## src/rtl/pst_pkg.sv

```systemverilog
// Package: shared request codes, symbol kinds and the tick arithmetic.
// Assumes durations are given in whole nanoseconds.
package pst_pkg;

    typedef enum logic [1:0] {
        KIND_START = 2'b00,
        KIND_ONE   = 2'b01,
        KIND_ZERO  = 2'b10,
        KIND_BYTE  = 2'b11
    } kind_e;

    typedef enum logic [1:0] {
        SYM_START = 2'b00,
        SYM_ONE   = 2'b01,
        SYM_ZERO  = 2'b10
    } sym_e;

    typedef enum logic [1:0] {
        ST_IDLE   = 2'b00,
        ST_ACTIVE = 2'b01,
        ST_RELEASE = 2'b10,
        ST_GAP    = 2'b11
    } state_e;

    localparam longint unsigned NS_START_ACT = 166_000;
    localparam longint unsigned NS_START_IDL = 19_000;
    localparam longint unsigned NS_ONE_ACT   = 20_500;
    localparam longint unsigned NS_ONE_IDL   = 19_000;
    localparam longint unsigned NS_ZERO_ACT  = 34_000;
    localparam longint unsigned NS_ZERO_IDL  = 5_500;

    // Convert a duration into ticks of (div / hz) seconds, rounded to nearest.
    function automatic int unsigned ticks_of(longint unsigned ns,
                                             longint unsigned hz,
                                             longint unsigned div);
        longint unsigned den;
        den = div * 64'd1_000_000_000;
        return int'((ns * hz + den / 2) / den);
    endfunction

endpackage

```

## src/rtl/pst_prescaler.sv

```systemverilog
// Module: pst_prescaler
// Emits a one-cycle tick every DIV clock cycles. 'clear' restarts the count,
// so that the first tick after a clear arrives DIV cycles later.
// Assumes DIV >= 1.
module pst_prescaler #(
    parameter int DIV = 2
) (
    input  logic clk,
    input  logic rst_n,
    input  logic clear,
    output logic tick
);
    localparam int PW = (DIV > 1) ? $clog2(DIV) : 1;
    localparam logic [PW-1:0] LAST = PW'(DIV - 1);

    logic [PW-1:0] cnt;

    assign tick = (cnt == LAST);

    // Divider counter: wraps on tick and restarts on clear.
    always_ff @(posedge clk) begin
        if (!rst_n || clear) begin
            cnt <= '0;
        end else if (tick) begin
            cnt <= '0;
        end else begin
            cnt <= cnt + PW'(1);
        end
    end
endmodule

```

## src/rtl/pst_phase_timer.sv

```systemverilog
// Module: pst_phase_timer
// Counts ticks within one phase. 'done' pulses on the last cycle of the
// phase, that is on the tick that completes 'len' ticks.
// Assumes len >= 1 and that it is stable while the phase runs.
module pst_phase_timer #(
    parameter int CW = 12
) (
    input  logic          clk,
    input  logic          rst_n,
    input  logic          clear,
    input  logic          tick,
    input  logic [CW-1:0] len,
    output logic          done
);
    logic [CW-1:0] cnt;

    assign done = tick && (cnt == len - CW'(1));

    // Tick counter within the current phase.
    always_ff @(posedge clk) begin
        if (!rst_n || clear) begin
            cnt <= '0;
        end else if (tick) begin
            cnt <= cnt + CW'(1);
        end
    end
endmodule

```

## src/rtl/pst_byte_shifter.sv

```systemverilog
// Module: pst_byte_shifter
// Holds a byte plus its parity bit and hands them out most significant
// first. 'first_bit' is the bit to send right after a load. 'next_bit' is
// the bit that becomes current on 'advance'. 'last' marks the parity bit.
// Assumes advance is never raised when last is set.
module pst_byte_shifter #(
    parameter int DW = 8
) (
    input  logic          clk,
    input  logic          rst_n,
    input  logic          load,
    input  logic [DW-1:0] data,
    input  logic          advance,
    output logic          first_bit,
    output logic          next_bit,
    output logic          last
);
    localparam int SW = DW + 1;
    localparam int RW = $clog2(SW + 1);

    logic [SW-1:0] sh;
    logic [RW-1:0] remain;

    assign first_bit = data[DW-1];
    assign next_bit  = sh[SW-2];
    assign last      = (remain == RW'(1));

    // Shift register with the parity bit appended below the data bits.
    always_ff @(posedge clk) begin
        if (!rst_n) begin
            sh     <= '0;
            remain <= '0;
        end else if (load) begin
            sh     <= {data, ^data};
            remain <= RW'(SW);
        end else if (advance) begin
            sh     <= {sh[SW-2:0], 1'b0};
            remain <= remain - RW'(1);
        end
    end
endmodule

```

## src/rtl/pulse_sym_tx.sv

```systemverilog
// Module: pulse_sym_tx (top)
// Accepts one symbol or byte request per handshake and drives the wire as
// timed active/idle phase pairs. Tick counts come from CLK_HZ and TICK_DIV.
// Assumes req_data and req_kind are only sampled on the accepting edge.
module pulse_sym_tx #(
    parameter int CLK_HZ   = 16_000_000,
    parameter int TICK_DIV = 2,
    parameter int DATA_W   = 8
) (
    input  logic              clk,
    input  logic              rst_n,
    input  logic              req_valid,
    output logic              req_ready,
    input  logic [1:0]        req_kind,
    input  logic [DATA_W-1:0] req_data,
    output logic              bus_level,
    output logic              bus_oe
);
    import pst_pkg::*;

    localparam int unsigned T_START_ACT = ticks_of(NS_START_ACT, CLK_HZ, TICK_DIV);
    localparam int unsigned T_START_IDL = ticks_of(NS_START_IDL, CLK_HZ, TICK_DIV);
    localparam int unsigned T_ONE_ACT   = ticks_of(NS_ONE_ACT,   CLK_HZ, TICK_DIV);
    localparam int unsigned T_ONE_IDL   = ticks_of(NS_ONE_IDL,   CLK_HZ, TICK_DIV);
    localparam int unsigned T_ZERO_ACT  = ticks_of(NS_ZERO_ACT,  CLK_HZ, TICK_DIV);
    localparam int unsigned T_ZERO_IDL  = ticks_of(NS_ZERO_IDL,  CLK_HZ, TICK_DIV);
    localparam int unsigned T_MAX       = T_START_ACT;
    localparam int CW = $clog2(T_MAX + 1);

    state_e state;
    sym_e   sym;
    logic   byte_mode;

    logic accept, tick, phase_done, clear;
    logic load_byte, advance;
    logic first_bit, next_bit, last_bit;
    logic [CW-1:0] act_len, idl_len, phase_len;

    assign accept    = req_valid && req_ready;
    assign clear     = accept || phase_done;
    assign load_byte = accept && (kind_e'(req_kind) == KIND_BYTE);
    assign advance   = (state == ST_RELEASE) && phase_done && byte_mode && !last_bit;

    assign req_ready = (state == ST_IDLE);
    assign bus_level = (state == ST_ACTIVE);
    assign bus_oe    = (state == ST_ACTIVE) || (state == ST_RELEASE);

    // Pick the tick counts of the symbol currently on the wire.
    always_comb begin
        case (sym)
            SYM_START: begin
                act_len = CW'(T_START_ACT);
                idl_len = CW'(T_START_IDL);
            end
            SYM_ONE: begin
                act_len = CW'(T_ONE_ACT);
                idl_len = CW'(T_ONE_IDL);
            end
            default: begin
                act_len = CW'(T_ZERO_ACT);
                idl_len = CW'(T_ZERO_IDL);
            end
        endcase
        phase_len = (state == ST_ACTIVE) ? act_len : idl_len;
    end

    pst_prescaler #(.DIV(TICK_DIV)) u_pre (
        .clk   (clk),
        .rst_n (rst_n),
        .clear (clear),
        .tick  (tick)
    );

    pst_phase_timer #(.CW(CW)) u_timer (
        .clk   (clk),
        .rst_n (rst_n),
        .clear (clear),
        .tick  (tick),
        .len   (phase_len),
        .done  (phase_done)
    );

    pst_byte_shifter #(.DW(DATA_W)) u_shift (
        .clk       (clk),
        .rst_n     (rst_n),
        .load      (load_byte),
        .data      (req_data),
        .advance   (advance),
        .first_bit (first_bit),
        .next_bit  (next_bit),
        .last      (last_bit)
    );

    // Sequencer: runs the phase pairs and chains the symbols of a byte.
    always_ff @(posedge clk) begin
        if (!rst_n) begin
            state     <= ST_IDLE;
            sym       <= SYM_START;
            byte_mode <= 1'b0;
        end else begin
            case (state)
                ST_IDLE: begin
                    if (accept) begin
                        state <= ST_ACTIVE;
                        case (kind_e'(req_kind))
                            KIND_START: begin sym <= SYM_START; byte_mode <= 1'b0; end
                            KIND_ONE:   begin sym <= SYM_ONE;   byte_mode <= 1'b0; end
                            KIND_ZERO:  begin sym <= SYM_ZERO;  byte_mode <= 1'b0; end
                            default: begin
                                sym       <= first_bit ? SYM_ONE : SYM_ZERO;
                                byte_mode <= 1'b1;
                            end
                        endcase
                    end
                end
                ST_ACTIVE: begin
                    if (phase_done) state <= ST_RELEASE;
                end
                ST_RELEASE: begin
                    if (phase_done) begin
                        if (advance) begin
                            state <= ST_ACTIVE;
                            sym   <= next_bit ? SYM_ONE : SYM_ZERO;
                        end else begin
                            state <= ST_GAP;
                        end
                    end
                end
                default: begin
                    state <= ST_IDLE;
                end
            endcase
        end
    end
endmodule

```

## config.mk

```make
export PLATFORM = sky130hd
export DESIGN_NAME = pulse_sym_tx
export DESIGN_NICKNAME = d
export VERILOG_FILES = /design/src/rtl/pst_pkg.sv /design/src/rtl/pst_prescaler.sv /design/src/rtl/pst_phase_timer.sv /design/src/rtl/pst_byte_shifter.sv /design/src/rtl/pulse_sym_tx.sv
export SDC_FILE = /design/constraint.sdc
export NUM_CORES = 1
export LEC_CHECK = 0
export BUFFER_PORTS_ARGS = -buffer_cell sky130_fd_sc_hd__buf_4
export CORE_ASPECT_RATIO = 1.2
export CORE_UTILIZATION = 44
export CTS_BUF_LIST = sky130_fd_sc_hd__clkbuf_4 sky130_fd_sc_hd__clkbuf_8
export CTS_CLUSTER_SIZE = 20
export DETAILED_ROUTE_END_ITERATION = 10
export SYNTH_ARGS = -nofsm -noshare
export SYNTH_HDL_FRONTEND = slang
export SYNTH_SLANG_ARGS = --single-unit
export TNS_END_PERCENT = 20
```

## constraint.sdc

```tcl
create_clock -name clk -period 5.5 [get_ports clk]
set_input_delay 0.275 -clock clk [delete_from_list [all_inputs] [get_ports clk]]
set_output_delay 0.275 -clock clk [all_outputs]
set_load 0.01 [all_outputs]
```

==> metrics.md, run 1 <==
| Metric | Value |
|---|---|
| Clock root buffer | `clkbuf_8` |
| Initial antenna violation count | `0` |
| Finished Layout Cells | `roughly 240` |
| Area Overhead vs Synth | `12.4%` |
| Setup violations, final | `0` |
| RSZ-0062 raised after global routing | `no` |
| H-tree depth | `2` |
| Routed len/inst | `13.5 µm` |
| Max_slew headroom | `0.321` |
| Via count | `between 1000 and 1500` |
| Most common cell in the netlist | `dfxtp_1` |
| Setup Buffers After CTS | `0` |
| Hold-fix buffers, CTS | `0` |
| Final Worst Setup Slack | `around 2.5 ns` |
| Synth top area cells | `dfxtp_1, mux2i_1, ha_1` |
| Outcome | `finished, final reports clean` |
| DR DRC count | `0` |
| Synthesis-stage register bit count | `29` |
| Detailed Route WL | `between 3000 and 4000 µm` |
| Leading cell types by count after synthesis | `dfxtp_1, nor2_1, nand2_1` |
| Initial DRT Pass Iterations | `4` |
| Startpoint Class | `flip-flop` |
| Clk_lat worst skew | `roughly 0.27 ns` |
| Port bufs | `15` |
| Core area | `around 3500 µm²` |
| Fmax | `around 0.33 GHz` |
| Initial Util | `0.474` |
| Grt ovf | `0` |
| Pwr Density | `between 300 and 400 nW/µm²` |
| Gpl congestion | `around 0.78` |
| Worst-margin pin slew | `just over 1 ns` |
| Syn Area/Cell | `8.75 µm²` |
| Die height | `a little under 70 µm` |
| Total Nets Final | `between 200 and 250` |
| Synth top area share | `0.355` |
| Initial DRC count | `between 50 and 60` |
| DP Cell Count | `approximately 230` |
| R2R setup slack | `around 2.5 ns` |
| HPWL after detailed placement | `between 2000 and 2500 µm` |
| HP Class | `input port to flip-flop` |
| Syn Std Cell Area | `roughly 1600 µm²` |
| DIE WIDTH | `about 58 µm` |
| Post-layout power | `between 0.6 and 0.7 mW` |
| Largest net degree at the start of global routing | `21` |
| Layout cell share with drive strength beyond 1 | `0.158` |
| Sequential area share after synthesis | `0.355` |
| All-Layer GR Usage | `0.183` |
| Longest Clk Path Bufs | `2` |
| Post-synth EDFFs | `0` |
| Vias in the first global route | `roughly 1300` |
| Resized cells post-CTS | `0` |
| CP Max Fanout | `16` |
| Final Hold Violating Endpoints | `0` |
| Cell area after layout | `~1800 µm²` |
| Crit-path max cell delay | `roughly 0.9 ns` |
| Critical Path AT | `around 3.2 ns` |
| Setup Slack @ Placement | `around 2.5 ns` |
| CTS buffer count | `5` |
| Post-synth ARST share | `0` |
| Synth Flop Type | `dfxtp_1` |
| Hold_ws | `between 0.3 and 0.4 ns` |
| Final min period | `3.00 ns` |
| DRT antenna net count | `0` |
| Final worst-path cycle share | `0.545` |
| Diode count | `0` |
| Cell taking the most area after synthesis | `dfxtp_1` |
| Die area | `between 3000 and 4000 µm²` |
| WS Path Type | `flip-flop to flip-flop` |
| CP endpoint kind | `flip-flop` |
| CP Cell Sequence | `inv_1, ha_1, nor3b_2, xnor2_1, nand2_1, nor4_4, mux2_2, nor3_1` |
| Cell variety after synth | `46` |
| Peak supply drop | `roughly 0.00017 V` |
| Yosys warnings | `0` |
| Footprint of the multi-input gates | `between 900 and 1000 µm²` |
| Sum Neg Setup Slack | `0 ns` |
| FILL cells | `around 340` |
| Row count | `23` |
| Worst clock skew | `between 0.005 and 0.006 ns` |
| Synth Instances | `about 190` |
| Num ports | `16` |
| # Max-Cap Violations | `0` |
| CTS tree | `done` |
| Clk slew on worst S/H paths | `about 0.060 ns` |
| Area after DPL | `between 1500 and 2000 µm²` |
| Critical Path RT | `roughly 5.7 ns` |
| Final Max Tran Viols | `0` |
| Final core utilization | `0.533` |
| Global-route wire length before repair | `between 5000 and 6000 µm` |
| Clock sink count | `29` |
| Static leakage | `roughly 0.73 nW` |
| CP max stage cell | `nor4_4` |
| Vias per Instance | `5.48` |
| Register Area | `roughly 580 µm²` |
| Syn_nets | `between 200 and 250` |
layout by cell type (no fill, tap or decap), types with 2 or more instances in the layout:
master / n
clkbuf_8: 6
ha_1: 7
nand2_1: 16
mux2i_1: 10
nand4_1: 5
inv_1: 8
nand3_1: 6
xor2_1: 9
nor3_1: 3
dfxtp_1: 29
a21oi_1: 12
and3_1: 4
o21ai_0: 14
buf_4: 15
xnor2_1: 10
nor2_1: 17
nor2b_1: 2
o21bai_1: 2
final timing paths:
kind                           from                        endpoint  cells after the start
min                     req_data[4]      u_shift.sh[5]$_SDFFE_PN0P_                      3
min reg2reg  byte_mode$_SDFFE_PN0P_          byte_mode$_SDFFE_PN0P_                      2
max           state[1]$_SDFFE_PN0P_  u_shift.remain[1]$_SDFFE_PP0P_                      8
max reg2reg   state[1]$_SDFFE_PN0P_  u_shift.remain[1]$_SDFFE_PP0P_                      8
final cells by class:
type	instances	area share
multi-input cells	143	0.533
well taps	37	0.0252
inverters	8	0.0163
repair buffers	15	0.0612
clock buffers	7	0.0490
flip-flops and latches	29	0.316
power breakdown:
group | leakage, nW | switching [mW] | total, mW | internal (mW)
sequential | 0.236 | 0.0270 | 0.260 | 0.233
clock | 0.0477 | 0.0714 | 0.175 | 0.104
combinational | 0.448 | 0.127 | 0.239 | 0.112
critical path, delay by kind of cell (launching register included):
kind                       cells  cell delay [ns]
and+or+nand+nor                4             1.46
adders and majority gates      1             0.41
buffers and inverters          1             0.12
muxes                          1             0.42
DFF                            1             0.33
xor gates and xnor gates       1             0.19
registers in the layout (all words and copies together) (netlist names):
signal          flops
state               2
u_shift.sh          8
u_shift.remain      4
sym                 2
byte_mode           1
u_pre.tick          1
u_timer.cnt        11
layer usage:
| metal | share of wire | vias to the layer above | track usage |
|---|---|---|---|
| li1 | - | 678 | - |
| met1 | 0.40 | 603 | 0.169 |
| met5 | 0 | - | 0 |
| met2 | 0.55 | 22 | 0.366 |
| met4 | 0.012 | 0 | 0.0833 |
| met3 | 0.032 | 6 | 0.0560 |
logic make-up (layout without fill, tap and decap cells):
family	after synthesis	in the layout	synth area share
AND/OR/NAND/NOR	66	66	0.224
AO/OA/AOI/OAI	40	40	0.151
multiplexers	11	11	0.0680
flip-flops	29	29	0.355
buffers and inverters	15	30	0.0466
adder cells (fa/ha/maj)	7	7	0.0535
XOR/XNOR	19	19	0.102
No activity file was read; power rests on OpenSTA's default activity.
==> run 2, diff against run 1 <==
--- a/config.mk
+++ b/config.mk
@@ -5,6 +5,7 @@
 export SDC_FILE = /design/constraint.sdc
 export NUM_CORES = 1
 export LEC_CHECK = 0
+export ABC_AREA = 1
 export BUFFER_PORTS_ARGS = -buffer_cell sky130_fd_sc_hd__buf_4
 export CORE_ASPECT_RATIO = 1.2
 export CORE_UTILIZATION = 44
==> constraint.sdc (replaced) <==
create_clock -name clk -period 3.1 [get_ports clk]
set_input_delay 0.155 -clock clk [delete_from_list [all_inputs] [get_ports clk]]
set_output_delay 0.155 -clock clk [all_outputs]
set_load 0.01 [all_outputs]
==> run 2 against run 1 <==
Effect of this change: synthesized cell count rose by 42%; worst hold slack worse by 0.15 ns; die area grew 14%; final cell count grew 41%; clock skew up 0.0024 ns; total power up 130%; via count grew 26%; non-clock buffer count up 1; largest power group is now combinational logic; highest routed layer unchanged.
==> metrics.md, run 2 <==
| Metric | Value |
|---|---|
| Synth Instances | `266 (+42%)` |
| Pwr Density | `724 nW/µm² (+97%)` |
| Diode count | `0 (unchanged)` |
| Initial Util | `0.468 (-0.00579)` |
| Most common cell in the netlist | `nand2_1` |
| Worst Hold End | `u_shift.remain[3]$_SDFFE_PN0P_` |
| Via count | `1655 (+26%)` |
| Largest net degree at the start of global routing | `15 (-29%)` |
| Worst-margin pin slew | `0.504 ns (-0.507 ns)` |
| Synth Flop Type | `dfxtp_1` |
| Syn Std Cell Area | `1870 µm² (+15%)` |
| HPWL after detailed placement | `2930 µm (+19%)` |
| Gpl congestion | `0.806 (+3.2%)` |
| Critical Path RT | `3.28 ns (-2.42 ns)` |
| Max_slew headroom | `0.662 (+0.340)` |
| Resized cells post-CTS | `0 (unchanged)` |
| Post-layout power | `1.54 mW (+130%)` |
| Grt ovf | `0 (unchanged)` |
| Largest register by flop count | `u_timer.cnt` |
| Reg-to-reg startpoint | `state[1]$_SDFFE_PN0P_` |
| DIE WIDTH | `61.6 µm (+6.8%)` |
| Total Nets Final | `303 (+36%)` |
| Worst clock skew | `0.00833 ns (+0.00237 ns)` |
| Yosys warnings | `0 (unchanged)` |
| Clk_lat worst skew | `0.28 ns (about the same)` |
| Initial DRT Pass Iterations | `6 (+2)` |
| Biggest regs | `u_timer.cnt x11, u_shift.sh x8, u_shift.remain x4` |
| Routed len/inst | `11.3 µm (-16%)` |
| Initial DRC count | `87 (+47%)` |
| Clock root buffer | `clkbuf_8` |
| Reg2reg path depth | `12 (+4)` |
| Synthesis-stage register bit count | `29 (unchanged)` |
| CTS buffer count | `5 (unchanged)` |
| Die area | `4530 µm² (+14%)` |
| Vias in the first global route | `1504 (+15%)` |
| Global-route wire length before repair | `6490 µm (+20%)` |
| Row count | `25 (+8.7%)` |
| CP Max Fanout | `11 (-5)` |
| Crit Reg-Reg Endpoint | `u_timer.cnt[2]$_SDFFE_PP0P_` |
| Setup Buffers After CTS | `0 (unchanged)` |
| Cell variety after synth | `34 (-26%)` |
| CTS tree | `done` |
| Setup violations, final | `0 (unchanged)` |
| Vias per Instance | `4.90 (-11%)` |
| Syn_nets | `286 (+38%)` |
| Clock sink count | `29 (unchanged)` |
| Final Hold Violating Endpoints | `0 (unchanged)` |
| Cell taking the most area after synthesis | `dfxtp_1` |
| Layout cell share with drive strength beyond 1 | `0.222 (+0.0634)` |
| Die height | `73.5 µm (+6.8%)` |
| RSZ-0062 raised after global routing | `no` |
| HP Start | `rst_n` |
| # Max-Cap Violations | `0 (unchanged)` |
| Most common cell after layout, fill and taps aside | `nand2_1` |
| Worst hold stages | `3 (unchanged)` |
| Post-synth ARST share | `0 (unchanged)` |
| Outcome | `finished, final reports clean` |
| Finished Layout Cells | `338 (+41%)` |
| Leading cell types by count after synthesis | `nand2_1, dfxtp_1, inv_1` |
| Detailed Route WL | `3810 µm (+18%)` |
| Num ports | `16 (unchanged)` |
| Syn Area/Cell | `7.05 µm² (-19%)` |
| Synth top area cells | `dfxtp_1, nand2_1, nand3_1` |
| Core area | `4000 µm² (+16%)` |
| WS Path Type | `flip-flop to flip-flop` |
| Fmax | `0.453 GHz (+36%)` |
| DR DRC count | `0 (unchanged)` |
| Final worst-path cycle share | `0.712 (+0.167)` |
| FILL cells | `428 (+27%)` |
| H-tree depth | `2 (unchanged)` |
| Area Overhead vs Synth | `13.7%` |
| R2R setup slack | `0.89 ns (-1.61 ns)` |
| DRT antenna net count | `0 (unchanged)` |
| Critical Path AT | `2.39 ns (-0.80 ns)` |
| Final Max Tran Viols | `0 (unchanged)` |
| Synth top area share | `0.310 (-0.0450)` |
| Post-synth EDFFs | `0 (unchanged)` |
| Sum Neg Setup Slack | `0 ns (unchanged)` |
| Longest Clk Path Bufs | `2 (unchanged)` |
| Commonest non-fill, non-tap cells in the layout | `nand2_1, dfxtp_1, inv_1` |
| DP Cell Count | `330 (+42%)` |
| HP Class | `input port to flip-flop` |
| All-Layer GR Usage | `0.195 (+0.0120)` |
| Peak supply drop | `0.000534 V (+210%)` |
| Port bufs | `15 (unchanged)` |
| Final min period | `2.21 ns (-0.791 ns)` |
| Sequential area share after synthesis | `0.310 (-0.0450)` |
| Initial antenna violation count | `0 (unchanged)` |
| CP endpoint kind | `flip-flop` |
| Static leakage | `0.888 nW (+21%)` |
| Max reg flops | `11 (unchanged)` |
| Clk slew on worst S/H paths | `0.07 ns (about the same)` |
| Hold-fix buffers, CTS | `0 (unchanged)` |
| Startpoint Class | `flip-flop` |
==> run 2: changes by cell type in the layout (fill, tap and decap cells not counted), moves of 4 or more <==
cell | before | now
nor2_2 | 0 | 8
xnor2_1 | 10 | 5
mux2i_1 | 10 | 0
inv_1 | 8 | 27
nand2_2 | 1 | 8
inv_2 | 0 | 4
o21ai_2 | 0 | 7
nand2_1 | 16 | 63
nor2_1 | 17 | 24
nand3_1 | 6 | 24
o21ai_0 | 14 | 5
==> run 2: area by class of cell <==
| cell class | instances | area [µm²] | area share |
|---|---|---|---|
| Inverter | 33 | 126 | 0.0593 |
| Clock buffer | 7 | 90.1 | 0.0423 |
| Clock inverter | 1 | 30.0 | 0.0141 |
| Sequential cell | 29 | 581 | 0.272 |
| Tap cell | 54 | 67.6 | 0.0317 |
| Timing Repair Buffer | 16 | 120 | 0.0564 |
| Multi-Input combinational cell | 198 | 1120 | 0.524 |
==> run 2: worst max path at each step <==
stage / cells past startpoint / end / from
after global routing: 12 / u_timer.cnt[4]$_SDFFE_PP0P_ / state[1]$_SDFFE_PN0P_
after floorplan: 16 / u_shift.sh[2]$_SDFFE_PN0P_ / state[1]$_SDFFE_PN0P_
after CTS: 12 / u_timer.cnt[2]$_SDFFE_PP0P_ / state[1]$_SDFFE_PN0P_
final: 12 / u_timer.cnt[2]$_SDFFE_PP0P_ / state[1]$_SDFFE_PN0P_
after global placement: 13 / u_shift.sh[1]$_SDFFE_PN0P_ / state[1]$_SDFFE_PN0P_
after detailed placement: 12 / u_timer.cnt[2]$_SDFFE_PP0P_ / state[1]$_SDFFE_PN0P_
==> run 2: where the power goes <==
part	switching (mW)	leakage [nW]	total (mW)	internal, mW
logic	0.420	0.590	0.671	0.251
registers	0.0414	0.236	0.459	0.417
clock network	0.144	0.0619	0.415	0.270
total	0.605	0.888	1.54	0.938
==> run 2: cells by family after synthesis <==
logic type / Yosys count / share of synthesized area
buf+inv: 39 / 0.0948
compound gates: 30 / 0.106
simple gates: 150 / 0.391
xor+xnor: 11 / 0.0514
fa+ha+maj: 7 / 0.0467
flops: 29 / 0.310
==> run 2: stage by stage <==
step / utilization / setup WS, ns / instance area (µm²) / hold slack (ns)
final: 0.532 / 0.894 / 2130 / 0.155
after CTS: 0.532 / 0.864 / 2130 / 0.142
after global placement: 0.502 / 0.945 / 2010 / 0.432
after detailed placement: 0.502 / 0.884 / 2010 / 0.434
after floorplan: - / 1.17 / 1870 / 0.368
after global routing: 0.532 / 0.688 / 2130 / 0.171
==> run 2: critical path, cell delays in order (launching register included) <==
cell	delay, ns
dfxtp_1	0.33
inv_1	0.11
ha_1	0.45
inv_4	0.09
nand2_4	0.11
nand2_2	0.06
nand2_1	0.07
nor2_2	0.03
nand2_1	0.09
nor2_4	0.05
nand2_2	0.11
nand3_1	0.32
nor3_1	0.28
==> run 2: metal layers <==
metal  vias up  GRT usage  share of wire
met5         -          0              0
met1       725      0.231           0.46
met3        10     0.0563          0.036
met2        31      0.323           0.48
met4         0     0.0815          0.021
li1        889          -              -
